## src/rtl/pit_timer.sv

```systemverilog
module pit_timer #(
  parameter int MOD_W = 16,
  parameter int PRE_W = 4
) (
  input  logic        clk,
  input  logic        rst_n,
  input  logic        wr_en,
  input  logic        sel,
  input  logic [1:0]  be,
  input  logic [15:0] wdata,
  output logic [15:0] rdata,
  output logic        irq
);
  localparam int PC_W = (1 << PRE_W) - 1;

  logic             en_q, rld_q, ie_q, flag_q, half_q;
  logic [PRE_W-1:0] pre_q;
  logic [MOD_W-1:0] mod_q, cnt_q;
  logic [PC_W-1:0]  pcnt_q;
  logic [PC_W:0]    lim;
  logic [15:0]      mod16, mod_nx;

  wire ctrl_wr = wr_en && !sel;
  wire mod_wr  = wr_en && sel;
  wire lo_wr   = ctrl_wr && be[0];
  wire hi_wr   = ctrl_wr && be[1];

  assign lim    = ((PC_W+1)'(1) << pre_q) - (PC_W+1)'(1);
  wire ptick    = en_q && half_q && !hi_wr && ({1'b0, pcnt_q} == lim);
  wire expire   = ptick && (cnt_q == '0);

  assign mod16  = 16'(mod_q);
  assign mod_nx = {be[1] ? wdata[15:8] : mod16[15:8],
                   be[0] ? wdata[7:0]  : mod16[7:0]};

  always_ff @(posedge clk) begin
    if (!rst_n) begin
      en_q   <= 1'b0;
      rld_q  <= 1'b0;
      ie_q   <= 1'b0;
      flag_q <= 1'b0;
      pre_q  <= '0;
      mod_q  <= '0;
    end else begin
      if (lo_wr) begin
        en_q  <= wdata[0];
        rld_q <= wdata[1];
        ie_q  <= wdata[3];
      end
      if (hi_wr)  pre_q <= wdata[8 +: PRE_W];
      if (mod_wr) mod_q <= MOD_W'(mod_nx);
      if (expire)                   flag_q <= 1'b1;
      else if (lo_wr && wdata[2])   flag_q <= 1'b0;
    end
  end

  always_ff @(posedge clk) begin
    if (!rst_n) begin
      half_q <= 1'b0;
      pcnt_q <= '0;
      cnt_q  <= '0;
    end else if (!en_q) begin
      half_q <= 1'b0;
      pcnt_q <= '0;
      cnt_q  <= mod_q;
    end else begin
      if (hi_wr) begin
        half_q <= 1'b0;
        pcnt_q <= '0;
      end else begin
        half_q <= ~half_q;
        if (half_q) pcnt_q <= ptick ? '0 : pcnt_q + PC_W'(1);
      end
      if (ptick) cnt_q <= (cnt_q == '0) ? (rld_q ? mod_q : '1) : cnt_q - MOD_W'(1);
    end
  end

  always_comb begin
    if (sel) begin
      rdata = mod16;
    end else begin
      rdata = '0;
      rdata[8 +: PRE_W] = pre_q;
      rdata[3:0] = {ie_q, flag_q, rld_q, en_q};
    end
  end

  assign irq = flag_q & ie_q;
endmodule

```

## config.mk

```make
export PLATFORM = sky130hd
export DESIGN_NAME = pit_timer
export DESIGN_NICKNAME = d
export VERILOG_FILES = /design/src/rtl/pit_timer.sv
export SDC_FILE = /design/constraint.sdc
export NUM_CORES = 1
export LEC_CHECK = 0
export BUFFER_PORTS_ARGS = -buffer_cell sky130_fd_sc_hd__buf_2
export CORE_ASPECT_RATIO = 0.5
export CORE_MARGIN = 3
export CORE_UTILIZATION = 59
export CTS_CLUSTER_DIAMETER = 50
export DETAILED_ROUTE_END_ITERATION = 6
export PLACE_DENSITY = 0.82
export SLEW_MARGIN = 30
export SYNTH_ARGS = -nofsm -noshare
export SYNTH_HDL_FRONTEND = slang
export SYNTH_SLANG_ARGS = --single-unit
```

## constraint.sdc

```tcl
create_clock -name clk -period 3.7 [get_ports clk]
set_input_delay 0.74 -clock clk [delete_from_list [all_inputs] [get_ports clk]]
set_output_delay 0.74 -clock clk [all_outputs]
set_load 0.005 [all_outputs]
```

**Word-level counts from Yosys, hierarchy flattened**

Cells that the tools add are included.

- Word-level logic and storage cells: 44
- Bits in registers: 56
- Output and inout bits: 17
- Input bits: 22

- Mux-type cells: 8
- Bitwise gates (word level): 4
- Add/subtract/negate cells: 3
- Equality and inequality tests: 2
- Shift operators: 1
- Reductions and logical operators: 16

Operators by type and width:

| cell | count |
|---|---|
| two-way mux 16 bit | 5 |
| equality test 15 x 16 -> 1 bit | 1 |
| logical NOT 16 bit | 1 |
| << shifter 1 x 4 -> 16 bit (first input constant) | 1 |
| subtractor 16 x 1 -> 16 bit (second input constant) | 1 |
| subtractor 16 x 2 -> 16 bit (second input constant) | 1 |
| adder 15 x 1 -> 15 bit (second input constant) | 1 |
| two-way mux 15 bit | 1 |
| logical AND 1 bit | 9 |
| AND reduction 2 bit | 2 |
| NOT 1 bit | 3 |
| OR reduction 3 bit | 1 |
| logical NOT 1 bit | 2 |
| two-way mux 1 bit | 2 |
| inequality test 2 x 1 -> 1 bit (second input constant) | 1 |
| nonzero test 2 bit | 1 |
| bitwise AND 1 bit | 1 |

**Longest topological paths before layout**

Gate-level depths: netlist of the first run.

- Depth in word-level cells: 8
- Mapped depth: 14
- Depth with buffers taken out: 9

**Least setup slack after synthesis of the first run**

Ideal clock, no wire load.

- Path kind: reg-to-reg
- Start: register pre_q[1]
- End: register cnt_q[15]
- Slack: 0.686 ns
- Required time: 3.578 ns
- Period minus slack after synthesis: 3.014 ns
- Cell stages (with the launch flop): 13
- Buffers on the path: 3
- Setup time: 0.122 ns
- Data arrival time: 2.893 ns
- Cell sequence: dfxtp_1 -> buf_2 -> buf_2 -> nor2_1 -> nand3b_1 -> ha_1 -> buf_4 -> nor4b_1 -> a41oi_1 -> xnor2_1 -> or4_1 -> or4_1 -> o311a_1

- Cells in the longest elaborated chain, start to end: 5

Ends and longest elaborated chain:

| what | line | text |
|---|---|---|
| from (decl) | 17 | `logic [PRE_W-1:0] pre_q;` |
| from (signal assigned) | 50 | `if (hi_wr) pre_q <= wdata[8 +: PRE_W];` |
| << shifter 1 x 4 -> 16 bit | 28 | `assign lim = ((PC_W+1)'(1) << pre_q) - (PC_W+1)'(1);` |
| subtractor 16 x 2 -> 16 bit | 28 |  |
| equality test 15 x 16 -> 1 bit | 29 | `wire ptick = en_q && half_q && !hi_wr && ({1'b0, pcnt_q} == lim);` |
| logical AND 1 bit | 29 |  |
| inequality test 2 x 1 -> 1 bit (no source line) | - |  |
| to (signal assigned) | 65 | `cnt_q <= mod_q;` |
| to (signal assigned) | 74 | `if (ptick) cnt_q <= (cnt_q == '0) ? (rld_q ? mod_q : '1) : cnt_q - MOD_W'(1);` |
| to (decl) | 18 | `logic [MOD_W-1:0] mod_q, cnt_q;` |

No other way between the ends.
A chain may end at the register's enable or synchronous reset.

**Worst setup path in the final report of the first run**

- Start: register pre_q[0]
- End: register cnt_q[12]

Same word-level chain as after synthesis.

==> results of run 1 <==
where the power goes:
part / switching [mW] / leakage, nW / internal (mW) / total (mW)
Sequential: 0.0213 / 0.454 / 0.618 / 0.639
Combinational: 0.139 / 0.976 / 0.0968 / 0.236
Clock: 0.224 / 0.0712 / 0.271 / 0.495
layout by cell type (no fill, tap or decap), drive strengths merged, types with 3 or more instances in the layout:
cell     count
nor2        57
dfxtp       56
buf         44
nand2       43
mux2i       28
xnor2       15
inv         13
a21oi       12
xor2        11
and2        10
nor3        10
o211ai       9
o21ai        9
o221ai       8
clkbuf       8
mux2         7
nand3        7
nand3b       6
nand4        6
o21a         5
nor4         5
or4          5
or3          5
a31oi        5
nor4b        5
nor3b        4
a211oi       4
a2bb2oi      4
nand4b       4
ha           4
a22oi        3
nor2b        3
o22a         3
o21bai       3
a2111oi      3
path summary, 6_finish.rpt:
| kind | endpoint | slack, ns | cells after the start |
|---|---|---|---|
| setup reg to reg | cnt_q[12] | 0.27 | 9 |
| hold / removal | cnt_q[8] | 0.51 | 2 |
| hold reg to reg | cnt_q[8] | 0.51 | 2 |
| setup / recovery | cnt_q[12] | 0.27 | 9 |
sequential cells by signal (all words and copies together) (netlist names):
| signal | flops |
|---|---|
| cnt_q | 16 |
| mod16 | 16 |
| pcnt_q | 15 |
| pre_q | 4 |
| en_q | 1 |
| flag_q | 1 |
| half_q | 1 |
| ie_q | 1 |
| rld_q | 1 |
per-stage QoR:
step                hold WS [ns]  power, mW  instances
floorplan                  0.456      0.826        427
global placement           0.469      0.873        515
detailed placement         0.494      0.884        515
CTS                        0.504       1.37        523
global route               0.519       1.42        523
finish                     0.509       1.37        523
cell families (layout without fill, tap and decap cells):
family                   Yosys count  in the layout  synth area share (%)
buffers and inverters             42             65                  5.79
adder cells (fa/ha/maj)            4              4                  1.42
AO/OA/AOI/OAI                     85             85                  18.1
XOR/XNOR                          26             26                  6.46
AND/OR/NAND/NOR                  179            179                  26.2
flip-flops                        56             56                  31.8
multiplexers                      35             35                  10.2
tightest hold or removal path, cell delays in order, from the launching register on:
cell     delay (ns)
dfxtp_1        0.34
nand2_1        0.07
mux2i_1        0.06
area by class of cell:
class / count / area [µm²]
flip-flops and latches: 56 / 1120
clock buffers: 8 / 146
well taps: 73 / 91.3
fillers: 477 / 1790
multi-input cells: 329 / 2200
repair buffers: 44 / 235
inverters: 13 / 48.8
metal layers:
metal | global-route usage (%) | share of wire [%] | up-vias | wire, µm
met1 | 36.2 | 45 | 1556 | 4050
met3 | 5.18 | 6.5 | 20 | 594
li1 | - | - | 1592 | -
met4 | 7.86 | 1.4 | 0 | 123
met5 | 0 | 0 | - | 0
met2 | 45.9 | 48 | 135 | 4330
==> flow_summary.ini, run 1 <==
[clocking]
clockBufferDepth = 2
post_cts.repair.setup_buffers = 0
cts_tree = done
clkTransAtPathRegs_ns = 0.07
clk_latency_ns = 0.30
cts.sinks = 56
ctsHtreeMaxLevel = 2
cts_buffers = 5
cts_root_buffer = clkbuf_16
cts_hold_buf = 0
cts_resized = 0

[worst_setup_path]
slowest_stage = a2111o_1
cp_slowest_stage_delay_ns = 0.55
path_buf_inv = 0
setup.worst_path.start = pre_q[0]
r2r-start = pre_q[0]
crit_path_start_kind = flop
path_max_fanout = 13
path_cells = nor2_1, nand2_1, ha_1, nor4b_1, a41oi_1, xnor2_1, a2111o_1, o21a_1, a211oi_1
crit_required_ns = 3.90
cp.arrival_ns = 3.63
path_class = flop to flop
crit_path_end_kind = flop
crit_family = compound AO/OA/AOI/OAI gates

[synthesis]
synth_edf_count = 0
yosys_warnings = 0
synth_cells = 427
synth_flop_cell = dfxtp_1
synthMostInstantiatedCell = nor2_1
ys_ff_latch = 56
async_flop_share_pct = 0
synth_commonest_cells = 57 x nor2_1, 56 x dfxtp_1, 43 x nand2_1
ys_types = 64
syn-num-nets = 453
syn_area_um2 = 3520
synth_top_cell_by_area = dfxtp_1
netlist.area_leader.share_pct = 31.8
syn_area_per_cell_um2 = 8.25
synthTopCellsByArea = dfxtp_1 32%, mux2i_1 8.0%, nor2_1 6.1%, nand2_1 4.6%, xnor2_1 3.7%
ys_seq_area_share_pct = 31.8

[sta]
slew_headroom_pct = 36.2
clock.fmax_ghz = 0.291
post-route-period-util_pct = 92.8
setup_slack_ns = 0.266
setup_viol = 0
setup-tns-final_ns = 0
fin_crit_ns = 3.43
skew_ns = 0.00524
drv_slew = 0
rsz0062_at_grt = no
tightest_slew_ns = 0.948
hold_viol = 0

[drt]
dr.pass1.iters = 5
totalWireLength_mm = 9.10
detail-route-antenna-nets = 0
vias_per_cell = 6.32
num_vias = 3303
routedWlPerCell_um = 17.4
drtIter0Drc = 295
drc = 0

[power]
peakVddDrop_uv = 290
power_density_nw_per_um2 = 356
leakage_nw = 1.50

[global_route]
antenna_found_initial = 0
grt_pass1_wl_mm = 15.1
grt_pass1_vias = 3045
grtUsageTotal_pct = 27.2
grt_max_degree = 31
grt_overflow = 0

[floorplanning]
num_rows = 19
die_area_um2 = 6990
start_util_pct = 62.6
fp.dieH_um = 60.7
fp.dieW_um = 115
coreArea_um2 = 5630
ioPinCount = 39

[placed_design]
hpwlAfterDp_mm = 6.50
placed_cell_area_um2 = 3700
io_buffers = 38
dp_slack_ns = 0.321
place.gp.congestion = 0.910

[layout]
synthToLayoutAreaGrowth_pct = 9.12
postLayoutCoreUtil_pct = 68.3
nets = 475
layout-drive-gt1-share_pct = 14.0
final_area_um2 = 3850
n_antenna_cell = 0

[min_path]
worstHoldStart = cnt_q[8]
min_path_type = flop to flop

[outcome]
status = finished clean

[job]
maxCapViolations = 0
(Power assumes the default switching activity.)
==> inputs of run 2 (changes only) <==
REMOVE_ABC_BUFFERS = 1   (was unset)
==> flow_summary.ini, run 2 (synthesis results as in run 1) <==
[drt]
wl_met2_mm = 4.16
top_layer = met4
dr.pass1.iters = 4
num_vias = 3243
drtIter0Drc = 225
vias_per_cell = 6.18
wl_met1_mm = 4.27
routedWlPerCell_um = 17.0
detail-route-antenna-nets = 0
drc = 0
dr_wl_met3_um = 382
totalWireLength_mm = 8.93

[worst_setup_path]
path_cells = nor2_1, nand2_1, ha_1, nor4b_1, a41oi_1, xnor2_1, a2111o_1, o21a_1, a211oi_1
cp.arrival_ns = 3.56
crit_family = compound AO/OA/AOI/OAI gates
path_class = flop to flop
crit_path_end_kind = flop
cp_slowest_stage_delay_ns = 0.57
crit_path_start_kind = flop
path_max_fanout = 14
path_buf_inv = 0
crit_required_ns = 3.92
slowest_stage = dfxtp_1

[power]
peakVddDrop_uv = 249
power_density_nw_per_um2 = 385
leakage_nw = 1.54
power_mw = 1.50

[placed_design]
place.gp.congestion = 0.918
io_buffers = 38
hpwlAfterDp_mm = 6.48

[clocking]
cts_root_buffer = clkbuf_16
clockBufferDepth = 2
cts_hold_buf = 0
ctsHtreeMaxLevel = 2
cts_resized = 0
clkTransAtPathRegs_ns = 0.08
cts_tree = done
cts.sinks = 56
post_cts.repair.setup_buffers = 0
cts_buffers = 5
clk_latency_ns = 0.31

[sta]
fin_crit_ns = 3.34
tightest_slew_ns = 0.740
hold_viol = 0
clock.fmax_ghz = 0.299
post-route-period-util_pct = 90.3
setup_viol = 0
slew_headroom_pct = 50.2
skew_ns = 0.00836
rsz0062_at_grt = no
setup-tns-final_ns = 0
drv_slew = 0

[floorplanning]
coreArea_um2 = 5630
fp.dieH_um = 60.7
ioPinCount = 39
num_rows = 19
fp.dieW_um = 115
die_area_um2 = 6990
start_util_pct = 62.6

[layout]
nets = 477
seq_area_um2 = 1120
layout-drive-gt1-share_pct = 14.6
final_cell_mix = 57 x nor2_1, 56 x dfxtp_1, 43 x nand2_1
multi_input_area_um2 = 2200
layout_commonest_cell = nor2_1
fillCellCount = 466
synthToLayoutAreaGrowth_pct = 10.8
n_antenna_cell = 0

[global_route]
grt_pass1_wl_mm = 14.9
grtUsageTotal_pct = 26.6
grt_overflow = 0
antenna_found_initial = 0
grt_pass1_vias = 3034
grt_max_degree = 31

[outcome]
status = finished clean

[job]
maxCapViolations = 0

[min_path]
min_path_type = flop to flop
run 2: per-layer routing:
| metal | global-route usage, % | up-vias |
|---|---|---|
| met2 | 45.1 | 81 |
| met1 | 35.8 | 1548 |
| met3 | 4.88 | 13 |
| met5 | 0 | - |
| li1 | - | 1601 |
| met4 | 6.35 | 0 |
run 2: worst paths after layout:
path / start / to / slack, ns / cells past startpoint
worst max-delay path: pre_q[2] / cnt_q[12] / 0.36 / 9
worst min-delay path: cnt_q[12] / cnt_q[12] / 0.49 / 2
worst max register to register: pre_q[2] / cnt_q[12] / 0.36 / 9
worst min register to register: cnt_q[12] / cnt_q[12] / 0.49 / 2
run 2: per-stage QoR:
stage / setup slack (ns) / hold slack, ns / utilization [%] / cells / area (µm²)
floorplan: 0.399 / 0.455 / - / 398 / 3370
global placement: 0.537 / 0.477 / 65.9 / 517 / 3710
detailed placement: 0.400 / 0.479 / 65.9 / 517 / 3710
CTS: 0.382 / 0.492 / 69.3 / 525 / 3910
global route: 0.0886 / 0.532 / 69.3 / 525 / 3910
finish: 0.359 / 0.488 / 69.3 / 525 / 3910
run 2: power breakdown:
group	internal [mW]	switching (mW)
clock network	0.391	0.237
logic	0.0986	0.141
registers	0.618	0.0187
run 2: worst register-to-register path, cell delays in order (launching register included):
cell and delay, ns:
dfxtp_1 0.57, nor2_1 0.15, nand2_1 0.10, ha_1 0.34
nor4b_1 0.48, a41oi_1 0.11, xnor2_1 0.19, a2111o_1 0.55
o21a_1 0.47, a211oi_1 0.31
run 2: final cells by class:
type                    count  area share [%]
clock buffers               5            3.20
repair buffers             46            6.41
flip-flops and latches     56            28.7
inverters                  13            1.25
clock inverters             3            1.76
multi-input cells         329            56.3
well taps                  73            2.34
==> inputs of run 3 (changes only) <==
ABC_AREA = 1   (was unset)
==> flow_summary.ini, run 3 <==
[sta]
skew_ns = 0.00538
clock.fmax_ghz = 0.386
tightest_slew_ns = 0.570
drv_slew = 0
setup_viol = 0
fin_crit_ns = 2.59
setup-tns-final_ns = 0
hold_viol = 0
slew_headroom_pct = 62.0
post-route-period-util_pct = 70.0
rsz0062_at_grt = no

[synthesis]
synth_commonest_cells = 129 x nand2_1, 80 x nor2_1, 70 x inv_1
ys_seq_area_share_pct = 32.8
ys_types = 34
syn_area_um2 = 3420
synthMostInstantiatedCell = nand2_1
syn_area_per_cell_um2 = 6.23
async_flop_share_pct = 0
yosys_warnings = 0
synthTopCellsByArea = dfxtp_1 33%, nand2_1 14%, nor2_1 8.8%, inv_1 7.7%, o21ai_0 6.4%
synth_cells = 549
synth_edf_count = 0
ys_ff_latch = 56
netlist.area_leader.share_pct = 32.8
synth_top_cell_by_area = dfxtp_1
synth_flop_cell = dfxtp_1

[power]
peakVddDrop_uv = 357
p_sw_mw = 0.453
p_comb_share_pct = 21.8
clkPwrFrac_pct = 34.8
pwr-share-seq_pct = 43.3
p_sw_share_pct = 29.7
leakage_nw = 1.78
power_density_nw_per_um2 = 405
p_int_mw = 1.07

[clocking]
cts_root_buffer = clkbuf_16
cts.sinks = 56
cts_resized = 0
cts_hold_buf = 0
clkTransAtPathRegs_ns = 0.07
post_cts.repair.setup_buffers = 0
clockBufferDepth = 2
cts_tree = done
ctsHtreeMaxLevel = 2
cts_buffers = 5
clk_latency_ns = 0.29

[drt]
drc = 0
num_vias = 3447
totalWireLength_mm = 8.19
vias_per_cell = 5.31
routedWlPerCell_um = 12.6
drtIter0Drc = 284
detail-route-antenna-nets = 0
dr.pass1.iters = 5

[worst_setup_path]
path_class = flop to flop
crit_path_end_kind = flop
cp.arrival_ns = 2.77
r2r_cells = 14
path_max_fanout = 27
crit_path_start_kind = flop
crit_required_ns = 3.88

[floorplanning]
die_area_um2 = 6800
coreArea_um2 = 5250
fp.dieH_um = 59.8
ioPinCount = 39
num_rows = 18
start_util_pct = 65.1
fp.dieW_um = 114

[global_route]
grt_overflow = 0
grt_pass1_vias = 2935
grt_pass1_wl_mm = 13.2
grt_max_degree = 38
grtUsageTotal_pct = 24.2
antenna_found_initial = 0

[layout]
final_area_um2 = 3770
n_antenna_cell = 0
fillCellCount = 482
layout-drive-gt1-share_pct = 9.84
postLayoutCoreUtil_pct = 71.8
nets = 604
synthToLayoutAreaGrowth_pct = 10.3
layout_commonest_cell = nand2_1
final_cell_mix = 129 x nand2_1, 80 x nor2_1, 70 x inv_1

[min_path]
whs_path_depth = 2
min_path_type = flop to flop

[placed_design]
placed_cell_area_um2 = 3610
io_buffers = 38
hpwlAfterDp_mm = 6.04
place.gp.congestion = 0.976

[job]
maxCapViolations = 0

[outcome]
status = finished clean
[run 3: changes by cell type after synthesis, moves of 13 or more]
cell,previous run,this run
nand2_1,43,129
nor2_1,57,80
xnor2_1,15,2
nand3_1,7,41
a21oi_1,12,42
o21ai_0,8,44
mux2i_1,28,0
inv_1,12,70
[run 3: power groups by stage]
stage	registers (mW)	logic [mW]	clock network, mW
detailed placement	0.675	0.327	0
CTS	0.661	0.330	0.537
finish	0.662	0.333	0.532
floorplan	0.671	0.242	0
global placement	0.675	0.322	0
global route	0.666	0.377	0.566
[run 3: kinds of logic after synthesis]
| logic type | count (synthesis) | synth area share [%] |
|---|---|---|
| xor gates and xnor gates | 17 | 4.36 |
| DFF | 56 | 32.8 |
| and+or+nand+nor | 283 | 35.7 |
| adders and majority gates | 4 | 1.46 |
| buffers and inverters | 92 | 11.1 |
| AOI/OAI and AO/OA | 97 | 14.6 |
[run 3: final cells by class]
type	count	area [µm²]	share of cell area, %
clock buffers	6	129	3.42
clock inverters	2	35.0	0.929
inverters	75	282	7.47
multi-input cells	401	1920	50.9
flip-flops and latches	56	1120	29.7
well taps	70	87.6	2.32
repair buffers	39	198	5.24
[run 3: stage by stage]
| stage | total power [mW] | std cells | hold slack, ns | setup slack (ns) |
|---|---|---|---|---|
| finish | 1.53 | 649 | 0.469 | 1.11 |
| global route | 1.61 | 649 | 0.485 | 0.866 |
| CTS | 1.53 | 649 | 0.470 | 1.12 |
| detailed placement | 1.00 | 641 | 0.459 | 0.944 |
| global placement | 0.997 | 641 | 0.451 | 1.04 |
| floorplan | 0.913 | 532 | 0.433 | 1.60 |
[run 3: worst paths after layout]
kind | slack [ns] | from | endpoint
worst max-delay path | 1.11 | pre_q[1] | pcnt_q[1]
worst min-delay path | 0.47 | mod16[0] | mod16[0]
worst max register to register | 1.11 | pre_q[1] | pcnt_q[1]
worst min register to register | 0.47 | mod16[0] | mod16[0]
[run 3: routing by layer]
layer	share of wire, %	global-route usage (%)
met4	2.0	7.88
met2	46	40.4
met5	0	0
met1	47	31.6
met3	5.6	5.36
[run 3: critical path, cell delays in order, from the launching register on]
cell and delay [ns]:
dfxtp_1 0.35, nor2_1 0.34, nand2_1 0.15, ha_1 0.33
nor2_1 0.04, nor2_1 0.08, nand2_1 0.05, nor2_1 0.09
nand2_1 0.07, nor2_1 0.11, nand2_1 0.06, nor2_1 0.16
nand2_4 0.22, nand2_2 0.31, o21ai_0 0.11
